File: src/rtl/io_tile_pkg.sv
package io_tile_pkg;
    localparam int CFG_ADDR_MODE = 0;
    localparam int CFG_ADDR_MAXC = 1;

    typedef enum logic {
        MODE_PASS  = 1'b0,
        MODE_VALID = 1'b1
    } io_mode_e;
endpackage

File: src/rtl/io_cfg_regs.sv
module io_cfg_regs
    import io_tile_pkg::*;
#(
    parameter int CFG_AW = 8,
    parameter int CFG_DW = 32,
    parameter int MAXC_W = 16
) (
    input  logic              clk,
    input  logic              rst,
    input  logic              we,
    input  logic [CFG_AW-1:0] addr,
    input  logic [CFG_DW-1:0] wdata,
    output logic              mode_o,
    output logic [MAXC_W-1:0] maxc_o,
    output logic [CFG_DW-1:0] rdata_o
);
    typedef struct packed {
        logic              mode;
        logic [MAXC_W-1:0] maxc;
    } cfg_t;

    cfg_t cfg_d, cfg_q;
    logic unused_wdata_hi;

    assign unused_wdata_hi = ^wdata[CFG_DW-1:MAXC_W];

    always_comb begin
        cfg_d = cfg_q;
        if (we) begin
            if (addr == CFG_AW'(CFG_ADDR_MODE)) cfg_d.mode = wdata[0];
            if (addr == CFG_AW'(CFG_ADDR_MAXC)) cfg_d.maxc = wdata[MAXC_W-1:0];
        end
    end

    always_ff @(posedge clk) begin
        if (rst) cfg_q <= '0;
        else     cfg_q <= cfg_d;
    end

    always_comb begin
        rdata_o = '0;
        if (addr == CFG_AW'(CFG_ADDR_MODE)) rdata_o = CFG_DW'(cfg_q.mode);
        if (addr == CFG_AW'(CFG_ADDR_MAXC)) rdata_o = CFG_DW'(cfg_q.maxc);
    end

    assign mode_o = cfg_q.mode;
    assign maxc_o = cfg_q.maxc;
endmodule

File: src/rtl/io_valid_win.sv
module io_valid_win #(
    parameter int MAXC_W = 16
) (
    input  logic              clk,
    input  logic              rst,
    input  logic              stall,
    input  logic              mode,
    input  logic [MAXC_W-1:0] maxc,
    input  logic              start,
    output logic              act_o,
    output logic [MAXC_W-1:0] cnt_o
);
    localparam int CW = MAXC_W + 1;

    typedef struct packed {
        logic              act;
        logic [MAXC_W-1:0] cnt;
    } win_t;

    win_t win_d, win_q;
    logic [CW-1:0] next_cnt;

    assign next_cnt = {1'b0, win_q.cnt} + CW'(1);

    always_comb begin
        win_d = win_q;
        if (!stall) begin
            if (!mode) begin
                win_d = '0;
            end else if (start) begin
                win_d.act = |maxc;
                win_d.cnt = '0;
            end else if (win_q.act) begin
                if (next_cnt >= {1'b0, maxc}) begin
                    win_d.act = 1'b0;
                    win_d.cnt = '0;
                end else begin
                    win_d.cnt = next_cnt[MAXC_W-1:0];
                end
            end
        end
    end

    always_ff @(posedge clk) begin
        if (rst) win_q <= '0;
        else     win_q <= win_d;
    end

    assign act_o = win_q.act;
    assign cnt_o = win_q.cnt;
endmodule

File: src/rtl/io_lane_mux.sv
module io_lane_mux #(
    parameter int DATA_W = 16
) (
    input  logic              mode,
    input  logic              win_act,
    input  logic [DATA_W-1:0] fab_in_w,
    input  logic              fab_in_b,
    input  logic [DATA_W-1:0] glb_in_w,
    input  logic              glb_in_b,
    output logic [DATA_W-1:0] glb_out_w,
    output logic              glb_out_b,
    output logic [DATA_W-1:0] fab_out_w,
    output logic              fab_out_b
);
    always_comb begin
        glb_out_w = fab_in_w;
        fab_out_w = glb_in_w;
        fab_out_b = glb_in_b;
        glb_out_b = mode ? win_act : fab_in_b;
    end
endmodule

File: src/rtl/io_valid_tile.sv
module io_valid_tile #(
    parameter int DATA_W = 16,
    parameter int CFG_AW = 8,
    parameter int CFG_DW = 32,
    parameter int MAXC_W = 16
) (
    input  logic              clk,
    input  logic              rst,
    input  logic              stall,
    input  logic              cfg_we,
    input  logic [CFG_AW-1:0] cfg_addr,
    input  logic [CFG_DW-1:0] cfg_wdata,
    output logic [CFG_DW-1:0] cfg_rdata,
    input  logic [DATA_W-1:0] fab_in16,
    input  logic              fab_in1,
    input  logic [DATA_W-1:0] glb_in16,
    input  logic              glb_in1,
    output logic [DATA_W-1:0] glb_out16,
    output logic              glb_out1,
    output logic [DATA_W-1:0] fab_out16,
    output logic              fab_out1
);
    logic              mode_q;
    logic [MAXC_W-1:0] maxc_q;
    logic              win_act;
    logic [MAXC_W-1:0] win_cnt;

    io_cfg_regs #(.CFG_AW(CFG_AW), .CFG_DW(CFG_DW), .MAXC_W(MAXC_W)) u_cfg (
        .clk    (clk),
        .rst    (rst),
        .we     (cfg_we),
        .addr   (cfg_addr),
        .wdata  (cfg_wdata),
        .mode_o (mode_q),
        .maxc_o (maxc_q),
        .rdata_o(cfg_rdata)
    );

    io_valid_win #(.MAXC_W(MAXC_W)) u_win (
        .clk  (clk),
        .rst  (rst),
        .stall(stall),
        .mode (mode_q),
        .maxc (maxc_q),
        .start(glb_in1),
        .act_o(win_act),
        .cnt_o(win_cnt)
    );

    io_lane_mux #(.DATA_W(DATA_W)) u_mux (
        .mode     (mode_q),
        .win_act  (win_act),
        .fab_in_w (fab_in16),
        .fab_in_b (fab_in1),
        .glb_in_w (glb_in16),
        .glb_in_b (glb_in1),
        .glb_out_w(glb_out16),
        .glb_out_b(glb_out1),
        .fab_out_w(fab_out16),
        .fab_out_b(fab_out1)
    );
endmodule

File: config.mk
export PLATFORM = sky130hd
export DESIGN_NAME = io_valid_tile
export DESIGN_NICKNAME = d
export VERILOG_FILES = /design/src/rtl/io_tile_pkg.sv /design/src/rtl/io_cfg_regs.sv /design/src/rtl/io_valid_win.sv /design/src/rtl/io_lane_mux.sv /design/src/rtl/io_valid_tile.sv
export SDC_FILE = /design/constraint.sdc
export NUM_CORES = 1
export LEC_CHECK = 0
export BUFFER_PORTS_ARGS = -buffer_cell sky130_fd_sc_hd__buf_2
export CORE_UTILIZATION = 49
export CTS_CLUSTER_DIAMETER = 100
export DETAILED_ROUTE_END_ITERATION = 8
export HOLD_SLACK_MARGIN = 0.06
export PLACE_DENSITY_LB_ADDON = 0.08
export RECOVER_POWER = 25
export SETUP_SLACK_MARGIN = 0.05
export SYNTH_ARGS = -nofsm -noshare
export SYNTH_HDL_FRONTEND = slang
export SYNTH_SLANG_ARGS = --single-unit
File: constraint.sdc
create_clock -name clk -period 6.95 [get_ports clk]
set_input_delay 0.3475 -clock clk [delete_from_list [all_inputs] [get_ports clk]]
set_output_delay 0.3475 -clock clk [all_outputs]
set_load 0.02 [all_outputs]
==> run metrics <==
Post-Synthesis Cells=about 330; DR iter-0 viols=slightly below 80; Core Util, Final=between 50% and 60%; H-Tree Depth=2; Reg2Reg Capture Point=u_win.cnt_o[2]; syn avg cell area=~8 um2; WP data required=roughly 7.2 ns; Critical Path Start Type=register; Worst Reg2Reg Path Length in Cells=12; vias in the first global route=1979; gr ovfl total=0; RR Startpoint=u_win.cnt_o[2]; die height=75.1 um; ANT nets after route=0; cell row count=26; critical path depth=12; Root Buffer=clkbuf_8; Power, Total=0.000400 W; cell area power density=about 150 nW/um2; Synth area leaders=dfxtp_1 (26%), buf_4 (14%), ha_1 (8.1%); total leakage power=between 1 and 1.5 nW; # Max-Cap Violations=0; area of the multi-input gates=~1500 um2; Placed Cells incl. Taps=404; ant diodes=0; VDD IR max=between 0.09 and 0.1 mV; register area share after synthesis=between 20% and 30%; clk buf depth=2; Post-Syn Area=2620 um2; Slew @ Worst Pin=about 1.2 ns; Final Skew=between 0.003 and 0.004 ns; unrepaired setup endpoints after global routing=no; predominant post-synthesis flop cell=dfxtp_1; Final Critical Period=3.67 ns; Slowest-stage cell, CP=nor4_1; Pre-antenna DRT Iters=5; crit path DAT=a little under 4 ns; number of port buffers=47; Fmax achieved=between 0.2 and 0.3 GHz; Post-synth EDFFs=0; die area=approximately 5600 um2; top-area cell type share of the netlist area=26.0%; final wirelength=5820 um; Routability Congestion=roughly 0.8; Residual DRC=0; largest net degree at the start of global routing=35; final-stage net count=around 440; largest stage delay on the critical path=~0.9 ns; Yosys warnings=0; first-pass GRT wire length=9390 um; area leader, netlist=dfxtp_1; Fin. Hold Viols=0; worst skew pair latency=between 0.2 and 0.3 ns; Post-CTS Resized=0; status=complete, no violations; post-CTS setup buffer count=0; core area=5140 um2; Net Sw Frac=24.0%; wire length per cell=roughly 14 um; CP bufs+invs=0; CP max FO=7; synth unique cells=52; Hold Crit Start=cfg_wdata[14]; vias post-DR=~2200; Gate power share=under 10%; CTS clk-pin slew, worst paths=approximately 0.07 ns; Clock Sink Count=34; pins over their slew limit=0; setup_tns=0 ns; NetSw=approximately 0.000096 W; Layout Cells excl Fill=between 400 and 500; antenna violations before repair=0; total global routing track utilization=around 22%; TritonCTS clock tree=done; CP endpoint kind=register; Reg area=between 600 and 700 um2; Vias per Instance=around 5.4; Internal Power=~0.0003 W; critical-path cell list=nand3_1 -> nor2_1 -> and3_1 -> nand3_1 -> xnor2_1 -> ha_1 -> nand4_1 -> nor2_1 -> a31o_2 -> nor4_1 -> nand4b_1 -> a31oi_1; clock power share=around 44%; DPL Wire Length=roughly 4200 um; Post-CTS Hold Buffers=0; TritonCTS buffer count=5; IO Count=144; fill count=~540; worst min-delay path class=in2reg; worst slew margin relative to its limit=between 20% and 30%; asr flop ratio synth=0%; Initial Utilization=between 50% and 60%; Worst setup endpoint=u_win.cnt_o[2]; #FFs+latches synth=34; Worst R2R Setup Slack=3.28 ns; part of the power in registers=48.8%; Die Span X=~75 um; CP Class=reg2reg; Final period util=between 50% and 60%; Final Setup Violations=0; Crit. Startpoint=u_win.cnt_o[2]; share of layout cells above drive strength 1=19.9%; CP delay by family, top=simple AND/OR/NAND/NOR gates; Area Growth Syn to Fin=3.11%
worst register-to-register path: stages, from the launching register on:
cell and delay [ns]:
dfxtp_1 0.46, nand3_1 0.22, nor2_1 0.27, and3_1 0.30, nand3_1 0.12, xnor2_1 0.25
ha_1 0.30, nand4_1 0.10, nor2_1 0.07, a31o_2 0.25, nor4_1 0.90, nand4b_1 0.16
a31oi_1 0.20
cell usage after synthesis (3+ instances only):
cell type	instances
nand4_1	7
nor3_1	4
nor2_1	10
a21oi_1	30
a32o_1	4
nand3_1	25
nor2b_1	6
clkbuf_1	10
xor2_1	3
dfxtp_1	34
inv_1	18
nand4b_1	6
ha_1	17
nand2_1	31
and3_1	17
o21ai_0	3
nor4_1	5
buf_4	50
xnor2_1	11
layer usage:
layer	vias up	track usage, %	wire length [um]
met5	-	0	0
met4	0	8.60	84
met3	12	4.55	278
met2	59	33.2	2650
met1	1018	30.7	2810
li1	1125	-	-
worst min-delay path by stage:
stage | to | slack (ns) | depth (start not counted)
detailed placement | u_cfg.maxc_o[9] | 0.47 | 2
CTS | u_cfg.maxc_o[5] | 0.30 | 3
global placement | u_win.cnt_o[15] | 0.45 | 1
floorplan | u_win.cnt_o[15] | 0.44 | 1
global route | u_cfg.maxc_o[4] | 0.31 | 3
finish | u_cfg.maxc_o[14] | 0.30 | 3
cells in the final DEF (no fill, tap or decap), types with 3 or more instances in the layout:
| cell type | n |
|---|---|
| o21ai_0 | 3 |
| nand4_1 | 7 |
| xor2_1 | 3 |
| buf_2 | 47 |
| a32o_1 | 4 |
| buf_4 | 3 |
| inv_1 | 18 |
| conb_1 | 16 |
| nor3_1 | 4 |
| clkbuf_8 | 8 |
| ha_1 | 17 |
| nand2_1 | 31 |
| a21oi_1 | 30 |
| nand4b_1 | 6 |
| nor4_1 | 5 |
| nor2b_1 | 6 |
| nand3_1 | 25 |
| xnor2_1 | 11 |
| nor2_1 | 10 |
| and3_1 | 17 |
| dfxtp_1 | 34 |
power by group through the flow:
stage	registers (W)	clock network, W	logic [W]
detailed placement	0.000199	0	0.0000306
floorplan	0.000199	0	0.0000523
CTS	0.000195	0.000177	0.0000307
finish	0.000195	0.000174	0.0000308
global route	0.000195	0.000188	0.0000338
global placement	0.000199	0	0.0000305
layout make-up:
type                            instances  share of cell area [%]
Inverter                               18                    2.50
Timing Repair Buffer                   50                    9.55
Sequential cell                        34                    25.2
Multi-Input combinational cell        232                    55.4
Clock buffer                            8                    4.08
Tap cell                               70                    3.24
state kept, by name, indices dropped and copies added (netlist names):
| register | flops |
|---|---|
| u_win.act_o | 1 |
| u_cfg.mode_o | 1 |
| u_cfg.maxc_o | 16 |
| u_win.cnt_o | 16 |
per-stage QoR:
stage | instance area (um2) | setup slack (ns) | hold slack [ns]
after global routing | 2700 | 2.95 | 0.309
final | 2700 | 3.28 | 0.305
after CTS | 2700 | 3.36 | 0.302
after global placement | 2590 | 3.44 | 0.452
after detailed placement | 2590 | 3.41 | 0.474
after floorplan | 2680 | 3.83 | 0.442
kinds of logic (layout without fill, tap and decap cells):
| logic type | count (synthesis) | count (layout) | synth area share [%] |
|---|---|---|---|
| buf+inv | 81 | 76 | 19.2 |
| mux | 3 | 3 | 1.19 |
| flops | 34 | 34 | 26.0 |
| simple gates | 131 | 131 | 28.4 |
| fa+ha+maj | 17 | 17 | 8.12 |
| compound gates | 51 | 51 | 12.3 |
| other cells | 1 | 16 | 0.143 |
| xor+xnor | 14 | 14 | 4.68 |
(Power assumes the default switching activity.)
